`src/rtl/dda_pkg.sv`:
```
package dda_pkg;

  typedef enum logic [1:0] {
    INC_NONE = 2'b00,
    INC_DN   = 2'b01,
    INC_UP   = 2'b10,
    INC_BAD  = 2'b11
  } incr_e;

  // Two-wire code to a signed value of -1, 0 or +1.
  function automatic logic signed [1:0] incr_value(logic [1:0] code);
    case (incr_e'(code))
      INC_UP:  return 2'sd1;
      INC_DN:  return -2'sd1;
      default: return 2'sd0;
    endcase
  endfunction

  // Signed value back to the two-wire code.
  function automatic logic [1:0] incr_code(logic signed [1:0] v);
    if (v > 2'sd0)      return INC_UP;
    else if (v < 2'sd0) return INC_DN;
    else                return INC_NONE;
  endfunction

endpackage

```
`src/rtl/dda_incr_merge.sv`:
```
module dda_incr_merge
  import dda_pkg::*;
#(
  parameter int WIDTH = 8
) (
  input  logic                    clk,
  input  logic                    rst_n,
  input  logic                    load_i,
  input  logic signed [WIDTH-1:0] load_val_i,
  input  logic                    step_i,
  input  logic [1:0]              dy_a_i,
  input  logic [1:0]              dy_b_i,
  output logic signed [WIDTH-1:0] y_next_o
);

  function automatic logic signed [WIDTH-1:0] grow(logic signed [1:0] v);
    return {{(WIDTH-2){v[1]}}, v};
  endfunction

  logic signed [WIDTH-1:0] y_q;
  logic signed [WIDTH-1:0] y_mid;   // after the first half-step
  logic signed [WIDTH-1:0] y_next;  // after the second half-step
  logic                    dy_idle;

  assign y_mid    = y_q + grow(incr_value(dy_a_i));
  assign y_next   = y_mid + grow(incr_value(dy_b_i));
  assign dy_idle  = (incr_value(dy_a_i) == 2'sd0) && (incr_value(dy_b_i) == 2'sd0);
  assign y_next_o = y_next;

  always_ff @(posedge clk) begin
    if (!rst_n)      y_q <= '0;
    else if (load_i) y_q <= load_val_i;
    else if (step_i) y_q <= y_next;
  end

  AST_Y_HOLDS: assert property (@(posedge clk) disable iff (!rst_n)
    (step_i && !load_i && dy_idle) |=> $stable(y_q));
  AST_Y_LOADED: assert property (@(posedge clk) disable iff (!rst_n)
    load_i |=> (y_q == $past(load_val_i)));

endmodule

```
`src/rtl/dda_int_accum.sv`:
```
module dda_int_accum
  import dda_pkg::*;
#(
  parameter int WIDTH = 8
) (
  input  logic                    clk,
  input  logic                    rst_n,
  input  logic                    load_i,
  input  logic signed [WIDTH-1:0] load_val_i,
  input  logic                    step_i,
  input  logic [1:0]              dx_i,
  input  logic signed [WIDTH-1:0] y_i,
  output logic                    ovf_up_o,
  output logic                    ovf_dn_o
);

  localparam int EW = WIDTH + 2;
  localparam logic signed [EW-1:0] S_MAX = {{(EW-WIDTH+1){1'b0}}, {(WIDTH-1){1'b1}}};
  localparam logic signed [EW-1:0] S_MIN = ~S_MAX;

  function automatic logic signed [EW-1:0] widen(logic signed [WIDTH-1:0] v);
    return {{2{v[WIDTH-1]}}, v};
  endfunction

  logic signed [WIDTH-1:0] s_q;
  logic signed [EW-1:0]    wide_sum;
  logic                    dx_idle;

  always_comb begin
    case (incr_value(dx_i))
      2'sd1:   wide_sum = widen(s_q) + widen(y_i);
      -2'sd1:  wide_sum = widen(s_q) - widen(y_i);
      default: wide_sum = widen(s_q);
    endcase
  end

  assign dx_idle  = (incr_value(dx_i) == 2'sd0);
  assign ovf_up_o = (wide_sum > S_MAX);
  assign ovf_dn_o = (wide_sum < S_MIN);

  always_ff @(posedge clk) begin
    if (!rst_n)      s_q <= '0;
    else if (load_i) s_q <= load_val_i;
    else if (step_i) s_q <= wide_sum[WIDTH-1:0];
  end

  AST_S_HOLDS: assert property (@(posedge clk) disable iff (!rst_n)
    (!load_i && (!step_i || dx_idle)) |=> $stable(s_q));
  AST_S_LOADED: assert property (@(posedge clk) disable iff (!rst_n)
    load_i |=> (s_q == $past(load_val_i)));
  AST_OVF_EXCLUSIVE: assert property (@(posedge clk) disable iff (!rst_n)
    $onehot0({ovf_up_o, ovf_dn_o}));
  AST_UP_WRAPS_NEG: assert property (@(posedge clk) disable iff (!rst_n)
    (step_i && !load_i && ovf_up_o) |=> s_q[WIDTH-1]);

endmodule

```
`src/rtl/dda_out_stage.sv`:
```
module dda_out_stage
  import dda_pkg::*;
(
  input  logic       clk,
  input  logic       rst_n,
  input  logic       fire_i,
  input  logic       ovf_up_i,
  input  logic       ovf_dn_i,
  input  logic       invert_i,
  output logic [1:0] ds_o
);

  logic signed [1:0] raw_d;
  logic signed [1:0] out_d;
  logic [1:0]        ds_q;

  assign raw_d = ovf_up_i ? 2'sd1 : (ovf_dn_i ? -2'sd1 : 2'sd0);
  assign out_d = invert_i ? -raw_d : raw_d;

  always_ff @(posedge clk) begin
    if (!rst_n)      ds_q <= INC_NONE;
    else if (fire_i) ds_q <= incr_code(out_d);
    else             ds_q <= INC_NONE;
  end

  assign ds_o = ds_q;

  AST_UP_PLAIN: assert property (@(posedge clk) disable iff (!rst_n)
    (fire_i && ovf_up_i && !invert_i) |=> (ds_q == 2'b10));
  AST_UP_INVERTED: assert property (@(posedge clk) disable iff (!rst_n)
    (fire_i && ovf_up_i && invert_i) |=> (ds_q == 2'b01));
  AST_DN_INVERTED: assert property (@(posedge clk) disable iff (!rst_n)
    (fire_i && ovf_dn_i && invert_i) |=> (ds_q == 2'b10));

endmodule

```
`src/rtl/dda_integrator.sv`:
```
module dda_integrator
  import dda_pkg::*;
#(
  parameter int WIDTH = 8
) (
  input  logic             clk,
  input  logic             rst_n,
  input  logic             load_i,
  input  logic [WIDTH-1:0] load_y_i,
  input  logic [WIDTH-1:0] load_s_i,
  input  logic             step_i,
  input  logic [1:0]       dx_i,
  input  logic [1:0]       dy_a_i,
  input  logic [1:0]       dy_b_i,
  input  logic             invert_i,
  output logic [1:0]       ds_o
);

  logic signed [WIDTH-1:0] y_cur;
  logic                    ovf_up;
  logic                    ovf_dn;
  logic                    step_fire;

  // A preset in the same cycle cancels the step.
  assign step_fire = step_i && !load_i;

  dda_incr_merge #(.WIDTH(WIDTH)) u_merge (
    .clk        (clk),
    .rst_n      (rst_n),
    .load_i     (load_i),
    .load_val_i (load_y_i),
    .step_i     (step_i),
    .dy_a_i     (dy_a_i),
    .dy_b_i     (dy_b_i),
    .y_next_o   (y_cur)
  );

  dda_int_accum #(.WIDTH(WIDTH)) u_accum (
    .clk        (clk),
    .rst_n      (rst_n),
    .load_i     (load_i),
    .load_val_i (load_s_i),
    .step_i     (step_i),
    .dx_i       (dx_i),
    .y_i        (y_cur),
    .ovf_up_o   (ovf_up),
    .ovf_dn_o   (ovf_dn)
  );

  dda_out_stage u_out (
    .clk      (clk),
    .rst_n    (rst_n),
    .fire_i   (step_fire),
    .ovf_up_i (ovf_up),
    .ovf_dn_i (ovf_dn),
    .invert_i (invert_i),
    .ds_o     (ds_o)
  );

  AST_QUIET_OUT: assert property (@(posedge clk) disable iff (!rst_n)
    !step_fire |=> (ds_o == 2'b00));
  AST_NO_CODE11: assert property (@(posedge clk) disable iff (!rst_n)
    ds_o != 2'b11);

endmodule

```
`config.mk`:
```
export PLATFORM = sky130hd
export DESIGN_NAME = dda_integrator
export DESIGN_NICKNAME = d
export VERILOG_FILES = /design/src/rtl/dda_pkg.sv /design/src/rtl/dda_incr_merge.sv /design/src/rtl/dda_int_accum.sv /design/src/rtl/dda_out_stage.sv /design/src/rtl/dda_integrator.sv
export SDC_FILE = /design/constraint.sdc
export NUM_CORES = 1
export LEC_CHECK = 0
export CORE_UTILIZATION = 50
export DETAILED_ROUTE_END_ITERATION = 16
export PLACE_DENSITY = 0.76
export SLEW_MARGIN = 20
export SYNTH_ARGS = -nofsm -noshare
export SYNTH_HDL_FRONTEND = slang
export SYNTH_HIERARCHICAL = 1
export SYNTH_SLANG_ARGS = --single-unit
```
`constraint.sdc`:
```
create_clock -name clk -period 5.53 [get_ports clk]
set_clock_uncertainty 0.15 [all_clocks]
set_input_delay 1.106 -clock clk [delete_from_list [all_inputs] [get_ports clk]]
set_output_delay 1.106 -clock clk [all_outputs]
set_load 0.02 [all_outputs]
```
# Yosys cells after proc, flatten, opt, wreduce, memory -nomap -nowiden
# Cells that the tools add are included.
totals:
  register_bits: 18
  in_bits: 27
  output_inout_bits: 2
  word_cells: 41
classes:
  n_addsub: 5
  magnitude_cmp: 4
  eq_ne: 8
  n_mux: 13
  bitwise: 2
  reduce_logical: 5
op_table:
  columns: ["cell", "n"]
  rows:
  - ["two-way mux 8 bit", 4]
  - ["case mux 10 bit (2 select lines)", 1]
  - ["adder 8 x 2 -> 8 bit", 2]
  - ["case mux 2 bit (2 select lines)", 3]
  - ["greater-than comparator 10 x 8 -> 1 bit (second input constant)", 1]
  - ["< comparator 10 x 8 -> 1 bit (second input constant)", 1]
  - ["adder 8 x 8 -> 9 bit", 1]
  - ["subtractor 8 x 8 -> 9 bit", 1]
  - ["== test 2 x 1 -> 1 bit (second input constant)", 4]
  - ["== test 2 bit (second input constant)", 4]
  - ["two-way mux 2 bit", 4]
  - ["OR reduction 3 bit", 1]
  - ["greater-than comparator 2 x 1 -> 1 bit (second input constant)", 1]
  - ["< comparator 2 x 1 -> 1 bit (second input constant)", 1]
  - ["negation 2 bit", 1]
  - ["inverter 1 bit", 2]
  - ["AND reduction 2 bit", 1]
  - ["nonzero test 2 bit", 1]
  - ["logical AND 1 bit", 1]
  - ["zero test 1 bit", 1]
  - ["two-way mux 1 bit", 1]

# Logic depth before layout (Yosys ltp)
# Gate-level depths: netlist of the first run.
depth:
  depth_word: 14
  depth_mapped: 23
  mapped_depth_nobuf: 22

# Cells and area by module
# The synthesis of the first run kept the hierarchy.
modules_own_cells:
  columns: ["module", "n_inst", "cells_each", "area_per_inst_um2", "seq_area_each_um2"]
  rows:
  - ["dda_int_accum", 1, 128, 952.2, 160.2]
  - ["dda_incr_merge", 1, 103, 888.4, 160.2]
  - ["dda_out_stage", 1, 9, 81.3, 40.0]
  - ["dda_integrator", 1, 1, 13.8, 0.0]

# Worst setup path before layout of the first run
# No wires, ideal clock.
synth_timing:
  kind: "input -> register"
  from: "input port dy_a_i[1]"
  to: "register u_out.ds_q[0], in the netlist u_out/ds_o[0]"
  setup_ps: 70
  arrival_time_ps: 5217
  required_time_ps: 5310
  setup_slack_ps: 93
  path_stages: 21
  path_buffers: 1
  cell_sequence: "inv_1 > ha_1 > buf_4 > xor2_1 > ha_1 > ha_1 > inv_1 > fa_1 > xnor2_1 > or4_1 > nor2_1 > nor2_1 > xnor2_1 > ha_1 > o21ai_0 > nor2_1 > a211oi_1 > xnor2_1 > and4_1 > or3b_1 > a21oi_1"
synth_between:
  word_cells_on_any_way: 18
  classes_between: "add/sub (5); order compare (4); eq/ne (2); mux (6); reduce/logical (1)"
synth_lines:
  columns: ["item", "line", "source"]
  rows:
  - ["start, declared", "dda_integrator.sv:13", "input logic [1:0] dy_a_i,"]
  - ["== test 2 x 1 -> 1 bit / == test 2 bit (equally long branches)", null, null]
  - ["case mux 2 bit (2 select lines) (*)", null, null]
  - ["adder 8 x 2 -> 8 bit (*)", "dda_incr_merge.sv:25", "assign y_mid = y_q + grow(incr_value(dy_a_i));"]
  - ["adder 8 x 2 -> 8 bit (*)", "dda_incr_merge.sv:26", "assign y_next = y_mid + grow(incr_value(dy_b_i));"]
  - ["via y_cur[3]", "dda_integrator.sv:19", "logic signed [WIDTH-1:0] y_cur;"]
  - ["subtractor 8 x 8 -> 9 bit / adder 8 x 8 -> 9 bit (equally long branches)", "dda_int_accum.sv:32, dda_int_accum.sv:31", null]
  - ["case mux 10 bit (2 select lines) (*)", "dda_int_accum.sv:30", "case (incr_value(dx_i))"]
  - ["greater-than comparator 10 x 8 -> 1 bit (*)", "dda_int_accum.sv:38", "assign ovf_up_o = (wide_sum > S_MAX);"]
  - ["via ovf_up", "dda_integrator.sv:20", "logic ovf_up;"]
  - ["two-way mux 2 bit (*)", "dda_out_stage.sv:17", "assign raw_d = ovf_up_i ? 2'sd1 : (ovf_dn_i ? -2'sd1 : 2'sd0);"]
  - ["negation 2 bit", "dda_out_stage.sv:18", "assign out_d = invert_i ? -raw_d : raw_d;"]
  - ["two-way mux 2 bit (*)", "dda_out_stage.sv:18", null]
  - ["greater-than comparator 2 x 1 -> 1 bit / < comparator 2 x 1 -> 1 bit (equally long branches)", "dda_pkg.sv:21, dda_pkg.sv:22", null]
  - ["OR reduction 3 bit (no line) / two-way mux 1 bit (equally long branches)", null, null]
  - ["end signal, assigned", "dda_out_stage.sv:22", "else if (fire_i) ds_q <= incr_code(out_d);"]
  - ["end, declared", "dda_out_stage.sv:15", "logic [1:0] ds_q;"]
# Mark *: on every way through the listed nets, which the timed path passes. The rest lies on a longest branch.
# A chain may end at the register's enable or synchronous reset.

# Final worst setup path of the first run
layout_timing:
  from: "input port dy_a_i[1]"
  to: "register u_out.ds_q[0], in the netlist u_out/ds_o[0]"
layout_between:
  elab_chain_len: 13
  word_cells_on_any_way: 18
  classes_between: "add/sub (5); order compare (4); eq/ne (2); mux (6); reduce/logical (1)"
layout_lines:
  columns: ["item", "line", "source"]
  rows:
  - ["== test 2 x 1 -> 1 bit / == test 2 bit (equally long branches)", null, null]
  - ["case mux 2 bit (2 select lines) (*)", null, null]
  - ["adder 8 x 2 -> 8 bit (*)", "dda_incr_merge.sv:25", null]
  - ["adder 8 x 2 -> 8 bit (*)", "dda_incr_merge.sv:26", null]
  - ["via y_cur[2]", "dda_integrator.sv:19", null]
  - ["subtractor 8 x 8 -> 9 bit / adder 8 x 8 -> 9 bit (equally long branches)", "dda_int_accum.sv:32, dda_int_accum.sv:31", null]
  - ["case mux 10 bit (2 select lines) (*)", "dda_int_accum.sv:30", null]
  - ["< comparator 10 x 8 -> 1 bit (*)", "dda_int_accum.sv:39", "assign ovf_dn_o = (wide_sum < S_MIN);"]
  - ["via ovf_dn", "dda_integrator.sv:21", "logic ovf_dn;"]
  - ["two-way mux 2 bit (*) (2 in series)", "dda_out_stage.sv:17", null]
  - ["negation 2 bit", "dda_out_stage.sv:18", null]
  - ["two-way mux 2 bit (*)", "dda_out_stage.sv:18", null]
  - ["greater-than comparator 2 x 1 -> 1 bit / < comparator 2 x 1 -> 1 bit (equally long branches)", "dda_pkg.sv:21, dda_pkg.sv:22", null]
  - ["OR reduction 3 bit (no line) / two-way mux 1 bit (equally long branches)", null, null]
# Marks and branches as above.

==> load_flow_metrics.sql, run 1 <==
INSERT INTO impl_metrics (metric_group, metric, value, unit) VALUES
('run_status', 'status', 'finished clean', ''),
('setup_path', 'worstPathCellList', 'dlygate4sd2_1, inv_2, buf_4, ha_4, inv_2, fa_2, ha_4, inv_1, fa_2, inv_2, or4_4, nor2_4, nor2_2, xnor2_1, ha_1, a21o_1, nand3_1, nand2_1, or3_4, a211oi_2, or3b_1, a21oi_2', ''),
('floorplanning', 'ios', '29', ''),
('cts', 'cts.reportedPaths.clkPinSlew', '80', 'ps'),
('floorplanning', 'placeable_core_area', '0.00369', 'mm2'),
('pwr', 'power.sequential.fraction', '0.165', ''),
('detailed_routing', 'drt_pass1_iterations', '4', ''),
('placement', 'dp_wirelength', '3.41', 'mm'),
('cts', 'clockRootBuffer', 'sky130_fd_sc_hd__clkbuf_8', ''),
('synth', 'yosys_register_bits', '18', ''),
('cells_and_area', 'final_layout_size_suffix_gt1_frac', '0.222', ''),
('sta', 'max_freq', '188', 'MHz'),
('cells_and_area', 'nNetsFinal', '354', ''),
('sta', 'finalCriticalPeriod', '5330', 'ps'),
('grt', 'grt_remaining_overflow', '0', ''),
('cells_and_area', 'final_cell_mix', 'sky130_fd_sc_hd__buf_4, sky130_fd_sc_hd__clkdlybuf4s50_1, sky130_fd_sc_hd__a21oi_1', ''),
('synth', 'yosys.area.top_type_share', '0.186', ''),
('setup_path', 'cell_with_the_biggest_individual_delay_on_the_critical_path', 'sky130_fd_sc_hd__fa_2', ''),
('flow_run', 'max_cap_viol_count', '0', ''),
('cells_and_area', 'antennaDiodeCount', '0', ''),
('setup_path', 'critical_path_class', 'input port to flip-flop', ''),
('grt', 'first_global_vias', '1857', ''),
('setup_path', 'cpPeakStageDelay', '540', 'ps'),
('sta', 'timing.final.max_slew_violations', '0', ''),
('pwr', 'switching_power', '390', 'uW'),
('sta', 'layout_setup_ws', '204', 'ps'),
('cells_and_area', 'fillers', '285', ''),
('detailed_routing', 'route.antenna.remaining_nets', '0', ''),
('floorplanning', 'die_area', '0.00412', 'mm2'),
('sta', 'max_slew.worst_pin.slew', '780', 'ps'),
('floorplanning', 'chipWidth', '64.2', 'um'),
('cts', 'max-clock-path-buffers', '2', ''),
('pwr', 'power.share.clock', '0.104', ''),
('synth', 'async_flop_share', '0', ''),
('cells_and_area', 'syn2layout_area_growth', '36.7', '%'),
('detailed_routing', 'post_drt_via_cell_ratio', '5.52', ''),
('sta', 'period_share', '0.963', ''),
('pwr', 'power.combinational.fraction', '0.731', ''),
('pwr', 'p_int', '552', 'uW'),
('setup_path', 'data_required_time_at_the_worst_endpoint', '5580', 'ps'),
('synth', 'syn-cell-area', '0.00194', 'mm2'),
('synth', 'synth.top_cells.by_area', 'sky130_fd_sc_hd__dfxtp_1, sky130_fd_sc_hd__ha_1, sky130_fd_sc_hd__a21oi_1, sky130_fd_sc_hd__xnor2_1, sky130_fd_sc_hd__xor2_1', ''),
('pwr', 'worst_ir_drop_vdd', '0.206', 'mV'),
('synth', 'yosysSeqAreaShare', '0.186', ''),
('worst_hold_path', 'path_type_of_the_worst_min_delay_path', 'flip-flop to flip-flop', ''),
('setup_path', 'worst-endpoint-arrival', '5370', 'ps'),
('pwr', 'swShare', '0.414', ''),
('detailed_routing', 'avgRoutedWirePerCell', '13.9', 'um'),
('cts', 'cts-hold-fix-buffers', '0', ''),
('setup_path', 'cpMostUsedCell', 'sky130_fd_sc_hd__inv_2', ''),
('detailed_routing', 'drc_errors', '0', ''),
('cts', 'htreeDepth', '1', ''),
('cts', 'numClockSinks', '18', ''),
('pwr', 'power-per-cell-area', '356', 'mW/mm2'),
('detailed_routing', 'first_iter_violations', '51', ''),
('detailed_routing', 'wirelength', '4.81', 'mm'),
('pwr', 'report.power.total', '942', 'uW'),
('placement', 'placement.setup.worst_slack', '-393', 'ps'),
('sta', 'report.final.hold_viol_count', '0', ''),
('pwr', 'power_leakage', '0.00123', 'uW'),
('synth', 'syn-num-nets', '296', ''),
('cts', 'clk_latency', '250', 'ps'),
('detailed_routing', 'num_vias', '1904', ''),
('synth', 'post_synth_inst_count', '241', ''),
('synth', 'synth_area_per_cell', '8.03', 'um2'),
('floorplanning', 'die_height', '64.2', 'um'),
('synth', 'yosys_most_used_dff', 'sky130_fd_sc_hd__dfxtp_1', ''),
('floorplanning', 'initial_utilization', '0.525', ''),
('grt', 'maximum_number_of_pins_on_one_net_before_global_route_repair', '23', ''),
('synth', 'number_of_enable_type_register_cells_in_the_synthesized_netlist', '0', ''),
('synth', 'number_of_distinct_library_cells_after_synthesis', '53', '');
==> synth_stat cells (3+ instances only) <==
library cell               count
sky130_fd_sc_hd__a211oi_1      5
sky130_fd_sc_hd__a21o_1        7
sky130_fd_sc_hd__a21oi_1      25
sky130_fd_sc_hd__and3_1        4
sky130_fd_sc_hd__clkbuf_1      4
sky130_fd_sc_hd__dfxtp_1      18
sky130_fd_sc_hd__fa_1          3
sky130_fd_sc_hd__ha_1         25
sky130_fd_sc_hd__inv_1        18
sky130_fd_sc_hd__mux2i_1       3
sky130_fd_sc_hd__nand2_1      14
sky130_fd_sc_hd__nand3_1       3
sky130_fd_sc_hd__nor2_1       18
sky130_fd_sc_hd__nor2b_1       8
sky130_fd_sc_hd__o211a_1       3
sky130_fd_sc_hd__o21a_1        3
sky130_fd_sc_hd__o21ai_0      13
sky130_fd_sc_hd__xnor2_1      14
sky130_fd_sc_hd__xor2_1       11
==> power groups by stage <==
stage / sequential (uW) / combinational, uW / clock (uW)
after floorplan: 157 / 402 / 0
after global placement: 158 / 593 / 0
after detailed placement: 158 / 604 / 0
after CTS: 155 / 653 / 99.5
after global routing: 158 / 758 / 105
final: 156 / 689 / 97.9
==> flip-flops by register name, summed over array words and instances, names as in the netlist <==
signal / count
u_out/ds_o: 2
u_accum/s_q: 8
u_merge/y_q: 8
==> per-stage QoR <==
step / hold WS [ps] / cell area (um2) / setup TNS [ps] / instances
floorplan: 319 / 1940 / 0 / 241
global placement: 355 / 2440 / -528 / 337
detailed placement: 362 / 2440 / -743 / 337
CTS: 378 / 2570 / 0 / 343
global route: 431 / 2650 / -26.9 / 345
finish: 379 / 2650 / 0 / 345
==> worst max-delay path, delay by kind of cell <==
kind / cells / cell delay, ps
adder cells (fa/ha/maj): 5 / 1350
AO/OA/AOI/OAI: 3 / 570
XOR/XNOR: 1 / 190
AND/OR/NAND/NOR: 7 / 1580
buffers and inverters: 6 / 550
==> path summary, 6_finish.rpt <==
check                                    from                          end  slack [ps]  cells after the start
setup / recovery                    dy_a_i[1]     u_out/ds_o[0]$_SDFF_PP0_         200                     22
hold / removal    u_accum/s_q[5]$_SDFFE_PN0P_  u_accum/s_q[5]$_SDFFE_PN0P_         380                      2
setup reg to reg  u_merge/y_q[1]$_SDFFE_PN0P_     u_out/ds_o[0]$_SDFF_PP0_        1100                     18
hold reg to reg   u_accum/s_q[5]$_SDFFE_PN0P_  u_accum/s_q[5]$_SDFFE_PN0P_         380                      2
==> final cells by class <==
| cell class | instances | area [um2] | area share |
|---|---|---|---|
| multi-input cells | 195 | 1580 | 0.596 |
| repair buffers | 61 | 532 | 0.201 |
| flip-flops and latches | 18 | 360 | 0.136 |
| inverters | 20 | 75.1 | 0.0284 |
| well taps | 48 | 60.1 | 0.0227 |
| clock buffers | 3 | 41.3 | 0.0156 |
==> per-layer routing <==
metal | routed length [um] | GRT usage
met3 | 152 | 0.0286
met2 | 2420 | 0.451
met4 | 27 | 0.0500
met5 | 0 | 0
met1 | 2210 | 0.316
==> repair_timing <==
item	CTS	global route
gates resized for setup	17	14
endpoints found under the hold margin	0	0
setup buffers	3	2
pin swaps	14	22
setup endpoints to repair	2	2
==> kinds of logic after synthesis <==
| logic type | count (synthesis) | synth area share |
|---|---|---|
| compound gates | 71 | 0.239 |
| simple gates | 67 | 0.187 |
| buf+inv | 28 | 0.0608 |
| fa+ha+maj | 28 | 0.193 |
| xor+xnor | 25 | 0.113 |
| flops | 18 | 0.186 |
| mux | 4 | 0.0213 |
Power figures use the tool's default switching activity.
==> run 2, diff against run 1 <==
--- a/config.mk
+++ b/config.mk
@@ -5,9 +5,10 @@
 export SDC_FILE = /design/constraint.sdc
 export NUM_CORES = 1
 export LEC_CHECK = 0
-export CORE_UTILIZATION = 50
+export CORE_UTILIZATION = 55
 export DETAILED_ROUTE_END_ITERATION = 16
-export PLACE_DENSITY = 0.76
+export PLACE_DENSITY = 0.84
+export SKIP_LAST_GASP = 1
 export SLEW_MARGIN = 20
 export SYNTH_ARGS = -nofsm -noshare
 export SYNTH_HDL_FRONTEND = slang
==> constraint.sdc (replaced) <==
create_clock -name clk -period 5.25 [get_ports clk]
set_clock_uncertainty 0.15 [all_clocks]
set_input_delay 1.05 -clock clk [delete_from_list [all_inputs] [get_ports clk]]
set_output_delay 1.05 -clock clk [all_outputs]
set_load 0.02 [all_outputs]
==> run 2 against run 1 <==
Compared with the run above:
- critical path depth decreased by 1
- first-iteration DRC count increased to 3.3 times the previous value
- highest routed layer unchanged
- register-to-register slack got worse by 350 ps
- the flow now finishes with violations (setup timing)
- die area decreased by 8.8%
- largest cell class unchanged
- count of clock-buffer cells in the layout unchanged
==> load_flow_metrics.sql, run 2 (synthesis gave the netlist of run 1 again) <==
INSERT INTO impl_metrics (metric_group, metric, value, unit) VALUES
('setup_path', 'regToRegEndpoint', 'u_out/ds_o[0]$_SDFF_PP0_', ''),
('detailed_routing', 'drt_pass1_iterations', '4', ''),
('grt', 'maximum_number_of_pins_on_one_net_before_global_route_repair', '23', ''),
('pwr', 'power_leakage', '0.00126', 'uW'),
('cells_and_area', 'final_layout_size_suffix_gt1_frac', '0.238', ''),
('detailed_routing', 'drc_errors', '0', ''),
('floorplanning', 'ios', '29', ''),
('placement', 'gp_congestion', '0.904', ''),
('setup_path', 'worst-endpoint-arrival', '5350', 'ps'),
('placement', 'dp_wirelength', '3.70', 'mm'),
('sta', 'max_slew_margin', '0.467', ''),
('setup_path', 'crit_path_start_kind', 'input port', ''),
('cells_and_area', 'fillers', '243', ''),
('grt', 'first_global_vias', '1824', ''),
('setup_path', 'data_required_time_at_the_worst_endpoint', '5340', 'ps'),
('run_status', 'status', 'complete, but fails checks', ''),
('floorplanning', 'die_height', '61.3', 'um'),
('pwr', 'power-per-cell-area', '383', 'mW/mm2'),
('detailed_routing', 'avgRoutedWirePerCell', '15.6', 'um'),
('cells_and_area', 'final_cell_mix', 'sky130_fd_sc_hd__buf_4, sky130_fd_sc_hd__clkdlybuf4s50_1, sky130_fd_sc_hd__a21oi_1', ''),
('cts', 'clockRootBuffer', 'sky130_fd_sc_hd__clkbuf_4', ''),
('placement', 'port-buffer-count', '28', ''),
('floorplanning', 'placeable_core_area', '0.00336', 'mm2'),
('grt', 'initial_antenna_violation_count', '0', ''),
('worst_hold_path', 'timing.hold.worst_endpoint', 'u_accum/s_q[4]$_SDFFE_PN0P_', ''),
('sta', 'report.final.hold_viol_count', '0', ''),
('sta', 'tns', '-7.12', 'ps'),
('cells_and_area', 'antennaDiodeCount', '0', ''),
('floorplanning', 'fp-row-count', '21', ''),
('floorplanning', 'die_area', '0.00376', 'mm2'),
('cts', 'max-clock-path-buffers', '2', ''),
('detailed_routing', 'wirelength', '5.43', 'mm'),
('cts', 'cts-hold-fix-buffers', '0', ''),
('worst_hold_path', 'hp-start', 'u_accum/s_q[4]$_SDFFE_PN0P_', ''),
('setup_path', 'startpoint_of_the_lowest_slack_register_to_register_path', 'u_merge/y_q[1]$_SDFFE_PN0P_', ''),
('sta', 'max_freq', '190', 'MHz'),
('sta', 'max_slew.worst_pin.slew', '798', 'ps'),
('cts', 'clk_latency', '310', 'ps'),
('flow_run', 'max_cap_viol_count', '0', ''),
('placement', 'dpl_cell_area', '0.00251', 'mm2'),
('run_status', 'violations', 'setup timing', ''),
('detailed_routing', 'wl_met1', '2.30', 'mm'),
('sta', 'period_share', '1.00', ''),
('cts', 'htreeDepth', '1', ''),
('cts', 'cts.reportedPaths.clkPinSlew', '110', 'ps'),
('floorplanning', 'chipWidth', '61.3', 'um'),
('cts', 'cts_tree', 'built', ''),
('sta', 'layout_setup_ws', '-7.12', 'ps'),
('cells_and_area', 'ff_latch_area', '360', 'um2'),
('setup_path', 'rr_worst_depth', '18', ''),
('detailed_routing', 'post_drt_via_cell_ratio', '5.88', ''),
('setup_path', 'worstPathMaxFanout', '3', ''),
('worst_hold_path', 'hold_depth', '2', ''),
('setup_path', 'r2r_setup_slack', '750', 'ps'),
('cts', 'numClockSinks', '18', ''),
('grt', 'grt_pass1_wl', '8.07', 'mm'),
('sta', 'hold_ws', '396', 'ps'),
('cts', 'cts_inserted_buffers', '3', ''),
('sta', 'timing.final.max_slew_violations', '0', ''),
('grt', 'grt_remaining_overflow', '0', ''),
('pwr', 'worst_ir_drop_vdd', '0.249', 'mV'),
('detailed_routing', 'met2_wirelength', '2.74', 'mm'),
('detailed_routing', 'first_iter_violations', '168', ''),
('detailed_routing', 'num_vias', '2045', ''),
('cells_and_area', 'nNetsFinal', '359', ''),
('setup_path', 'critical_path_class', 'input port to flip-flop', ''),
('detailed_routing', 'maxUsedRoutingLayer', 'met4', ''),
('detailed_routing', 'met3_length', '294', 'um'),
('cells_and_area', 'layout.cell_area.non_filler', '0.00266', 'mm2'),
('sta', 'final-setup-viol-count', '1', ''),
('detailed_routing', 'route.antenna.remaining_nets', '0', ''),
('cells_and_area', 'syn2layout_area_growth', '37.6', '%'),
('grt', 'groute.usage.overall', '0.297', ''),
('cells_and_area', 'multiInputGateArea', '0.00158', 'mm2'),
('setup_path', 'endpoint_kind', 'flip-flop', ''),
('sta', 'finalCriticalPeriod', '5260', 'ps'),
('cells_and_area', 'layout_commonest_cell', 'sky130_fd_sc_hd__buf_4', ''),
('worst_hold_path', 'path_type_of_the_worst_min_delay_path', 'flip-flop to flip-flop', ''),
('floorplanning', 'initial_utilization', '0.576', '');
[run 2: per-layer routing]
metal / global-route usage / vias up
li1: - / 981
met1: 0.353 / 980
met2: 0.534 / 78
met3: 0.0336 / 6
met4: 0.133 / 0
met5: 0 / -
[run 2: through the flow]
step	setup WS (ps)	instances	total power, uW	utilization
after detailed placement	-677	339	845	0.747
final	-7.12	348	1020	0.792
after global routing	-99.1	348	1090	0.792
after floorplan	-23.9	241	601	-
after global placement	-601	339	828	0.747
after CTS	10.1	346	970	0.779
[run 2: area by class of cell]
type / instances / share of cell area
inverter: 20 / 0.0329
tap: 46 / 0.0216
timing repair buffer: 66 / 0.210
clock buffer: 3 / 0.00845
multi-input combinational: 195 / 0.591
sequential: 18 / 0.135
[run 2: power breakdown]
group | switching [uW] | total (uW) | internal, uW
Combinational | 372 | 779 | 407
Clock | 48.3 | 75.1 | 26.8
Sequential | 12.6 | 165 | 152
Total | 433 | 1020 | 586
[run 2: how the worst max path moves through the flow]
stage                          from  depth (start not counted)                        to  slack, ps
final                     dy_a_i[1]                         21  u_out/ds_o[0]$_SDFF_PP0_         -7
after global routing      dy_a_i[1]                         21  u_out/ds_o[0]$_SDFF_PP0_       -100
after CTS                 dy_b_i[1]                         21  u_out/ds_o[0]$_SDFF_PP0_         10
after detailed placement  dy_a_i[1]                         21  u_out/ds_o[0]$_SDFF_PP0_       -680
after global placement    dy_a_i[1]                         21  u_out/ds_o[0]$_SDFF_PP0_       -600
after floorplan           dy_a_i[1]                         21  u_out/ds_o[0]$_SDFF_PP0_        -20
[run 2: worst max-delay path, stage by stage]
cell and delay (ps):
sky130_fd_sc_hd__clkbuf_2 170, sky130_fd_sc_hd__inv_12 40, sky130_fd_sc_hd__ha_4 160, sky130_fd_sc_hd__xor2_1 180
sky130_fd_sc_hd__ha_4 290, sky130_fd_sc_hd__ha_4 130, sky130_fd_sc_hd__inv_2 30, sky130_fd_sc_hd__fa_2 550
sky130_fd_sc_hd__inv_2 50, sky130_fd_sc_hd__or4_4 540, sky130_fd_sc_hd__nor2_4 130, sky130_fd_sc_hd__nor2_1 70
sky130_fd_sc_hd__xnor2_1 160, sky130_fd_sc_hd__ha_1 350, sky130_fd_sc_hd__a21o_1 210, sky130_fd_sc_hd__nand3_1 80
sky130_fd_sc_hd__nand2_1 60, sky130_fd_sc_hd__or3_4 390, sky130_fd_sc_hd__a211oi_2 200, sky130_fd_sc_hd__or3b_1 360
sky130_fd_sc_hd__a21oi_1 140
[run 2: what timing repair did]
| item | 4_1_cts | 5_1_grt |
|---|---|---|
| gates resized for setup | 13 | 11 |
| gates cloned | 0 | 0 |
| pin swaps | 8 | 15 |
| hold endpoints to repair | 0 | 0 |
| buffers inserted | 4 | 2 |
| endpoints found under the setup margin | 3 | 2 |
==> run 3, diff against run 2 <==
--- a/config.mk
+++ b/config.mk
@@ -5,12 +5,11 @@
 export SDC_FILE = /design/constraint.sdc
 export NUM_CORES = 1
 export LEC_CHECK = 0
-export CORE_UTILIZATION = 55
+export CORE_UTILIZATION = 36
 export DETAILED_ROUTE_END_ITERATION = 16
-export PLACE_DENSITY = 0.84
+export PLACE_DENSITY = 0.6
 export SKIP_LAST_GASP = 1
 export SLEW_MARGIN = 20
 export SYNTH_ARGS = -nofsm -noshare
 export SYNTH_HDL_FRONTEND = slang
-export SYNTH_HIERARCHICAL = 1
 export SYNTH_SLANG_ARGS = --single-unit
==> run 3 against run 2 <==
Compared with the run above:
- sequential power down 3%
- critical path depth down 2
- via count down 14%
- the flow now finishes without violations
- core utilization down 21 points
- critical path type unchanged
- synthesized cell count down 12%
- largest power group unchanged
- maximum frequency up 2.9%
- wire length down 17%
- worst setup slack better by 150 ps
==> load_flow_metrics.sql, run 3 <==
INSERT INTO impl_metrics (metric_group, metric, value, unit) VALUES
('sta', 'report.final.hold_viol_count', '0', ''),
('setup_path', 'critical_path_class', 'input port to flip-flop', ''),
('sta', 'layout_setup_ws', '141', 'ps'),
('sta', 'final-setup-viol-count', '0', ''),
('cts', 'clockRootBuffer', 'sky130_fd_sc_hd__clkbuf_8', ''),
('sta', 'max_freq', '196', 'MHz'),
('floorplanning', 'initial_utilization', '0.378', ''),
('cells_and_area', 'layout_commonest_cell', 'sky130_fd_sc_hd__buf_4', ''),
('detailed_routing', 'drt_pass1_iterations', '4', ''),
('placement', 'gp_congestion', '0.827', ''),
('synth', 'syn-cell-area', '0.00181', 'mm2'),
('cts', 'cts_inserted_buffers', '3', ''),
('floorplanning', 'chipWidth', '72.9', 'um'),
('grt', 'grt_remaining_overflow', '0', ''),
('cts', 'clk_latency', '260', 'ps'),
('synth', 'yosys_most_used_dff', 'sky130_fd_sc_hd__dfxtp_1', ''),
('sta', 'period_share', '0.973', ''),
('synth', 'number_of_enable_type_register_cells_in_the_synthesized_netlist', '0', ''),
('setup_path', 'worstPathMaxFanout', '4', ''),
('grt', 'initial_antenna_violation_count', '0', ''),
('setup_path', 'endpoint_kind', 'flip-flop', ''),
('floorplanning', 'ios', '29', ''),
('placement', 'dp_wirelength', '3.28', 'mm'),
('sta', 'rsz0062_at_grt', 'true', ''),
('synth', 'yosys-top-cells-count', 'sky130_fd_sc_hd__ha_1, sky130_fd_sc_hd__dfxtp_1, sky130_fd_sc_hd__nor2_1', ''),
('cells_and_area', 'antennaDiodeCount', '0', ''),
('detailed_routing', 'num_vias', '1749', ''),
('floorplanning', 'die_area', '0.00532', 'mm2'),
('cells_and_area', 'layout_cells_excl_fill', '360', ''),
('synth', 'yosys.area.top_type_share', '0.199', ''),
('grt', 'first_global_vias', '1716', ''),
('grt', 'grt_pass1_wl', '7.55', 'mm'),
('synth', 'yosysSeqAreaShare', '0.199', ''),
('pwr', 'power_leakage', '0.00124', 'uW'),
('synth', 'synth_top_area_cell', 'sky130_fd_sc_hd__dfxtp_1', ''),
('detailed_routing', 'avgRoutedWirePerCell', '12.5', 'um'),
('sta', 'max_slew.worst_pin.slew', '665', 'ps'),
('synth', 'post_synth_inst_count', '213', ''),
('pwr', 'worst_ir_drop_vdd', '0.246', 'mV'),
('setup_path', 'crit_path_start_kind', 'input port', ''),
('synth', 'async_flop_share', '0', ''),
('run_status', 'status', 'finished clean', ''),
('detailed_routing', 'post_drt_via_cell_ratio', '4.86', ''),
('cells_and_area', 'fillers', '449', ''),
('sta', 'finalCriticalPeriod', '5110', 'ps'),
('cts', 'max-clock-path-buffers', '2', ''),
('cts', 'cts.reportedPaths.clkPinSlew', '80', 'ps'),
('synth', 'yosysWarningCount', '0', ''),
('cts', 'cts_tree', 'built', ''),
('setup_path', 'data_required_time_at_the_worst_endpoint', '5300', 'ps'),
('grt', 'maximum_number_of_pins_on_one_net_before_global_route_repair', '26', ''),
('cts', 'htreeDepth', '1', ''),
('grt', 'groute.usage.overall', '0.183', ''),
('cells_and_area', 'final_layout_size_suffix_gt1_frac', '0.331', ''),
('worst_hold_path', 'path_type_of_the_worst_min_delay_path', 'flip-flop to flip-flop', ''),
('synth', 'syn-num-nets', '268', ''),
('cts', 'numClockSinks', '18', ''),
('cells_and_area', 'final_cell_mix', 'sky130_fd_sc_hd__buf_4, sky130_fd_sc_hd__clkdlybuf4s50_1, sky130_fd_sc_hd__dfxtp_1', ''),
('sta', 'max_slew_margin', '0.555', ''),
('detailed_routing', 'wirelength', '4.51', 'mm'),
('synth', 'synth_area_per_cell', '8.50', 'um2'),
('detailed_routing', 'first_iter_violations', '58', ''),
('setup_path', 'worst-endpoint-arrival', '5160', 'ps'),
('placement', 'post-place-cells', '340', ''),
('pwr', 'power-per-cell-area', '352', 'mW/mm2'),
('placement', 'port-buffer-count', '28', ''),
('placement', 'placement.setup.worst_slack', '-651', 'ps'),
('synth', 'most_common_cell_in_the_synthesized_netlist', 'sky130_fd_sc_hd__ha_1', ''),
('cells_and_area', 'syn2layout_area_growth', '52.9', '%'),
('floorplanning', 'die_height', '72.9', 'um'),
('floorplanning', 'placeable_core_area', '0.00479', 'mm2'),
('synth', 'yosys_register_bits', '18', ''),
('floorplanning', 'fp-row-count', '25', ''),
('detailed_routing', 'drc_errors', '0', ''),
('synth', 'number_of_distinct_library_cells_after_synthesis', '44', ''),
('detailed_routing', 'route.antenna.remaining_nets', '0', ''),
('synth', 'synth.top_cells.by_area', 'sky130_fd_sc_hd__dfxtp_1, sky130_fd_sc_hd__ha_1, sky130_fd_sc_hd__fa_1, sky130_fd_sc_hd__mux2i_1, sky130_fd_sc_hd__xnor2_1', ''),
('cts', 'cts-hold-fix-buffers', '0', ''),
('flow_run', 'max_cap_viol_count', '0', ''),
('sta', 'timing.final.max_slew_violations', '0', ''),
('cells_and_area', 'nNetsFinal', '349', '');
## run 3: cell types whose count changed in the layout (fill, tap and decap cells not counted), moves of 5 or more
cell,delta
sky130_fd_sc_hd__a21o_1,-7
sky130_fd_sc_hd__a21oi_1,-14
sky130_fd_sc_hd__and2_1,+6
sky130_fd_sc_hd__buf_4,+16
sky130_fd_sc_hd__fa_1,+6
sky130_fd_sc_hd__ha_1,-6
sky130_fd_sc_hd__nor2_1,-5
sky130_fd_sc_hd__xor2_1,-8
## run 3: logic make-up (layout without fill, tap and decap cells)
logic type      after synthesis  count (layout)  synth area share
simple gates                 67              67             0.199
flops                        18              18             0.199
mux                           8               8            0.0449
fa+ha+maj                    28              28             0.231
xor+xnor                     13              13            0.0629
compound gates               58              58             0.220
buf+inv                      21             101            0.0435
## run 3: stage by stage
stage                     area (um2)   util  hold WS, ps  setup TNS, ps  power (uW)
after CTS                       2660  0.556          406              0         934
after global routing            2770  0.578          448           -120        1070
after global placement          2480  0.519          389          -1520         751
after detailed placement        2480  0.519          392          -1730         756
final                           2770  0.578          402              0         975
after floorplan                 1850      -          363              0         535
## run 3: area by class of cell
class,instances,area [um2],area share
inverter,14,52.6,0.0190
timing repair buffer,83,677,0.245
clock buffer,4,55.1,0.0199
sequential,18,360,0.130
multi-input combinational,174,1540,0.556
tap,67,83.8,0.0303
## run 3: report_power, final
group / leakage, uW / internal [uW] / total, uW / switching, uW
clock network: 0.0000288 / 66.8 / 121 / 54.4
logic: 0.00107 / 384 / 694 / 310
registers: 0.000149 / 150 / 160 / 9.46
total: 0.00124 / 602 / 975 / 373
## run 3: final timing paths
check	from	endpoint	slack (ps)	cells past startpoint
worst max-delay path	dy_a_i[1]	u_out.ds_o[0]$_SDFF_PP0_	140	19
worst min-delay path	u_accum.s_q[3]$_SDFFE_PN0P_	u_accum.s_q[3]$_SDFFE_PN0P_	400	2
worst max register to register	u_merge.y_q[1]$_SDFFE_PN0P_	u_out.ds_o[0]$_SDFF_PP0_	860	16
worst min register to register	u_accum.s_q[3]$_SDFFE_PN0P_	u_accum.s_q[3]$_SDFFE_PN0P_	400	2
## run 3: critical path, stage by stage
cell                       delay (ps)
sky130_fd_sc_hd__clkbuf_2          90
sky130_fd_sc_hd__inv_2             40
sky130_fd_sc_hd__ha_4             160
sky130_fd_sc_hd__buf_4            150
sky130_fd_sc_hd__buf_4            130
sky130_fd_sc_hd__fa_1             430
sky130_fd_sc_hd__ha_1             300
sky130_fd_sc_hd__and2b_1          160
sky130_fd_sc_hd__or3b_2           460
sky130_fd_sc_hd__o311ai_2         120
sky130_fd_sc_hd__buf_4            200
sky130_fd_sc_hd__xor2_1            80
sky130_fd_sc_hd__ha_1             200
sky130_fd_sc_hd__or4_1            480
sky130_fd_sc_hd__o22ai_2          140
sky130_fd_sc_hd__xor2_1           110
sky130_fd_sc_hd__and3_4           190
sky130_fd_sc_hd__or4b_1           540
sky130_fd_sc_hd__a21oi_2          140
## run 3: metal layers
| metal | GRT usage | wire length [um] | vias to the layer above |
|---|---|---|---|
| li1 | - | - | 918 |
| met1 | 0.235 | 2170 | 799 |
| met2 | 0.322 | 2170 | 28 |
| met3 | 0.0401 | 155 | 4 |
| met4 | 0.0240 | 25 | 0 |
| met5 | 0 | 0 | - |
## run 3: what timing repair did
action	in CTS	in global routing
pin swaps	21	11
gates resized for setup	20	19
endpoints found under the setup margin	3	3
setup buffers	10	6
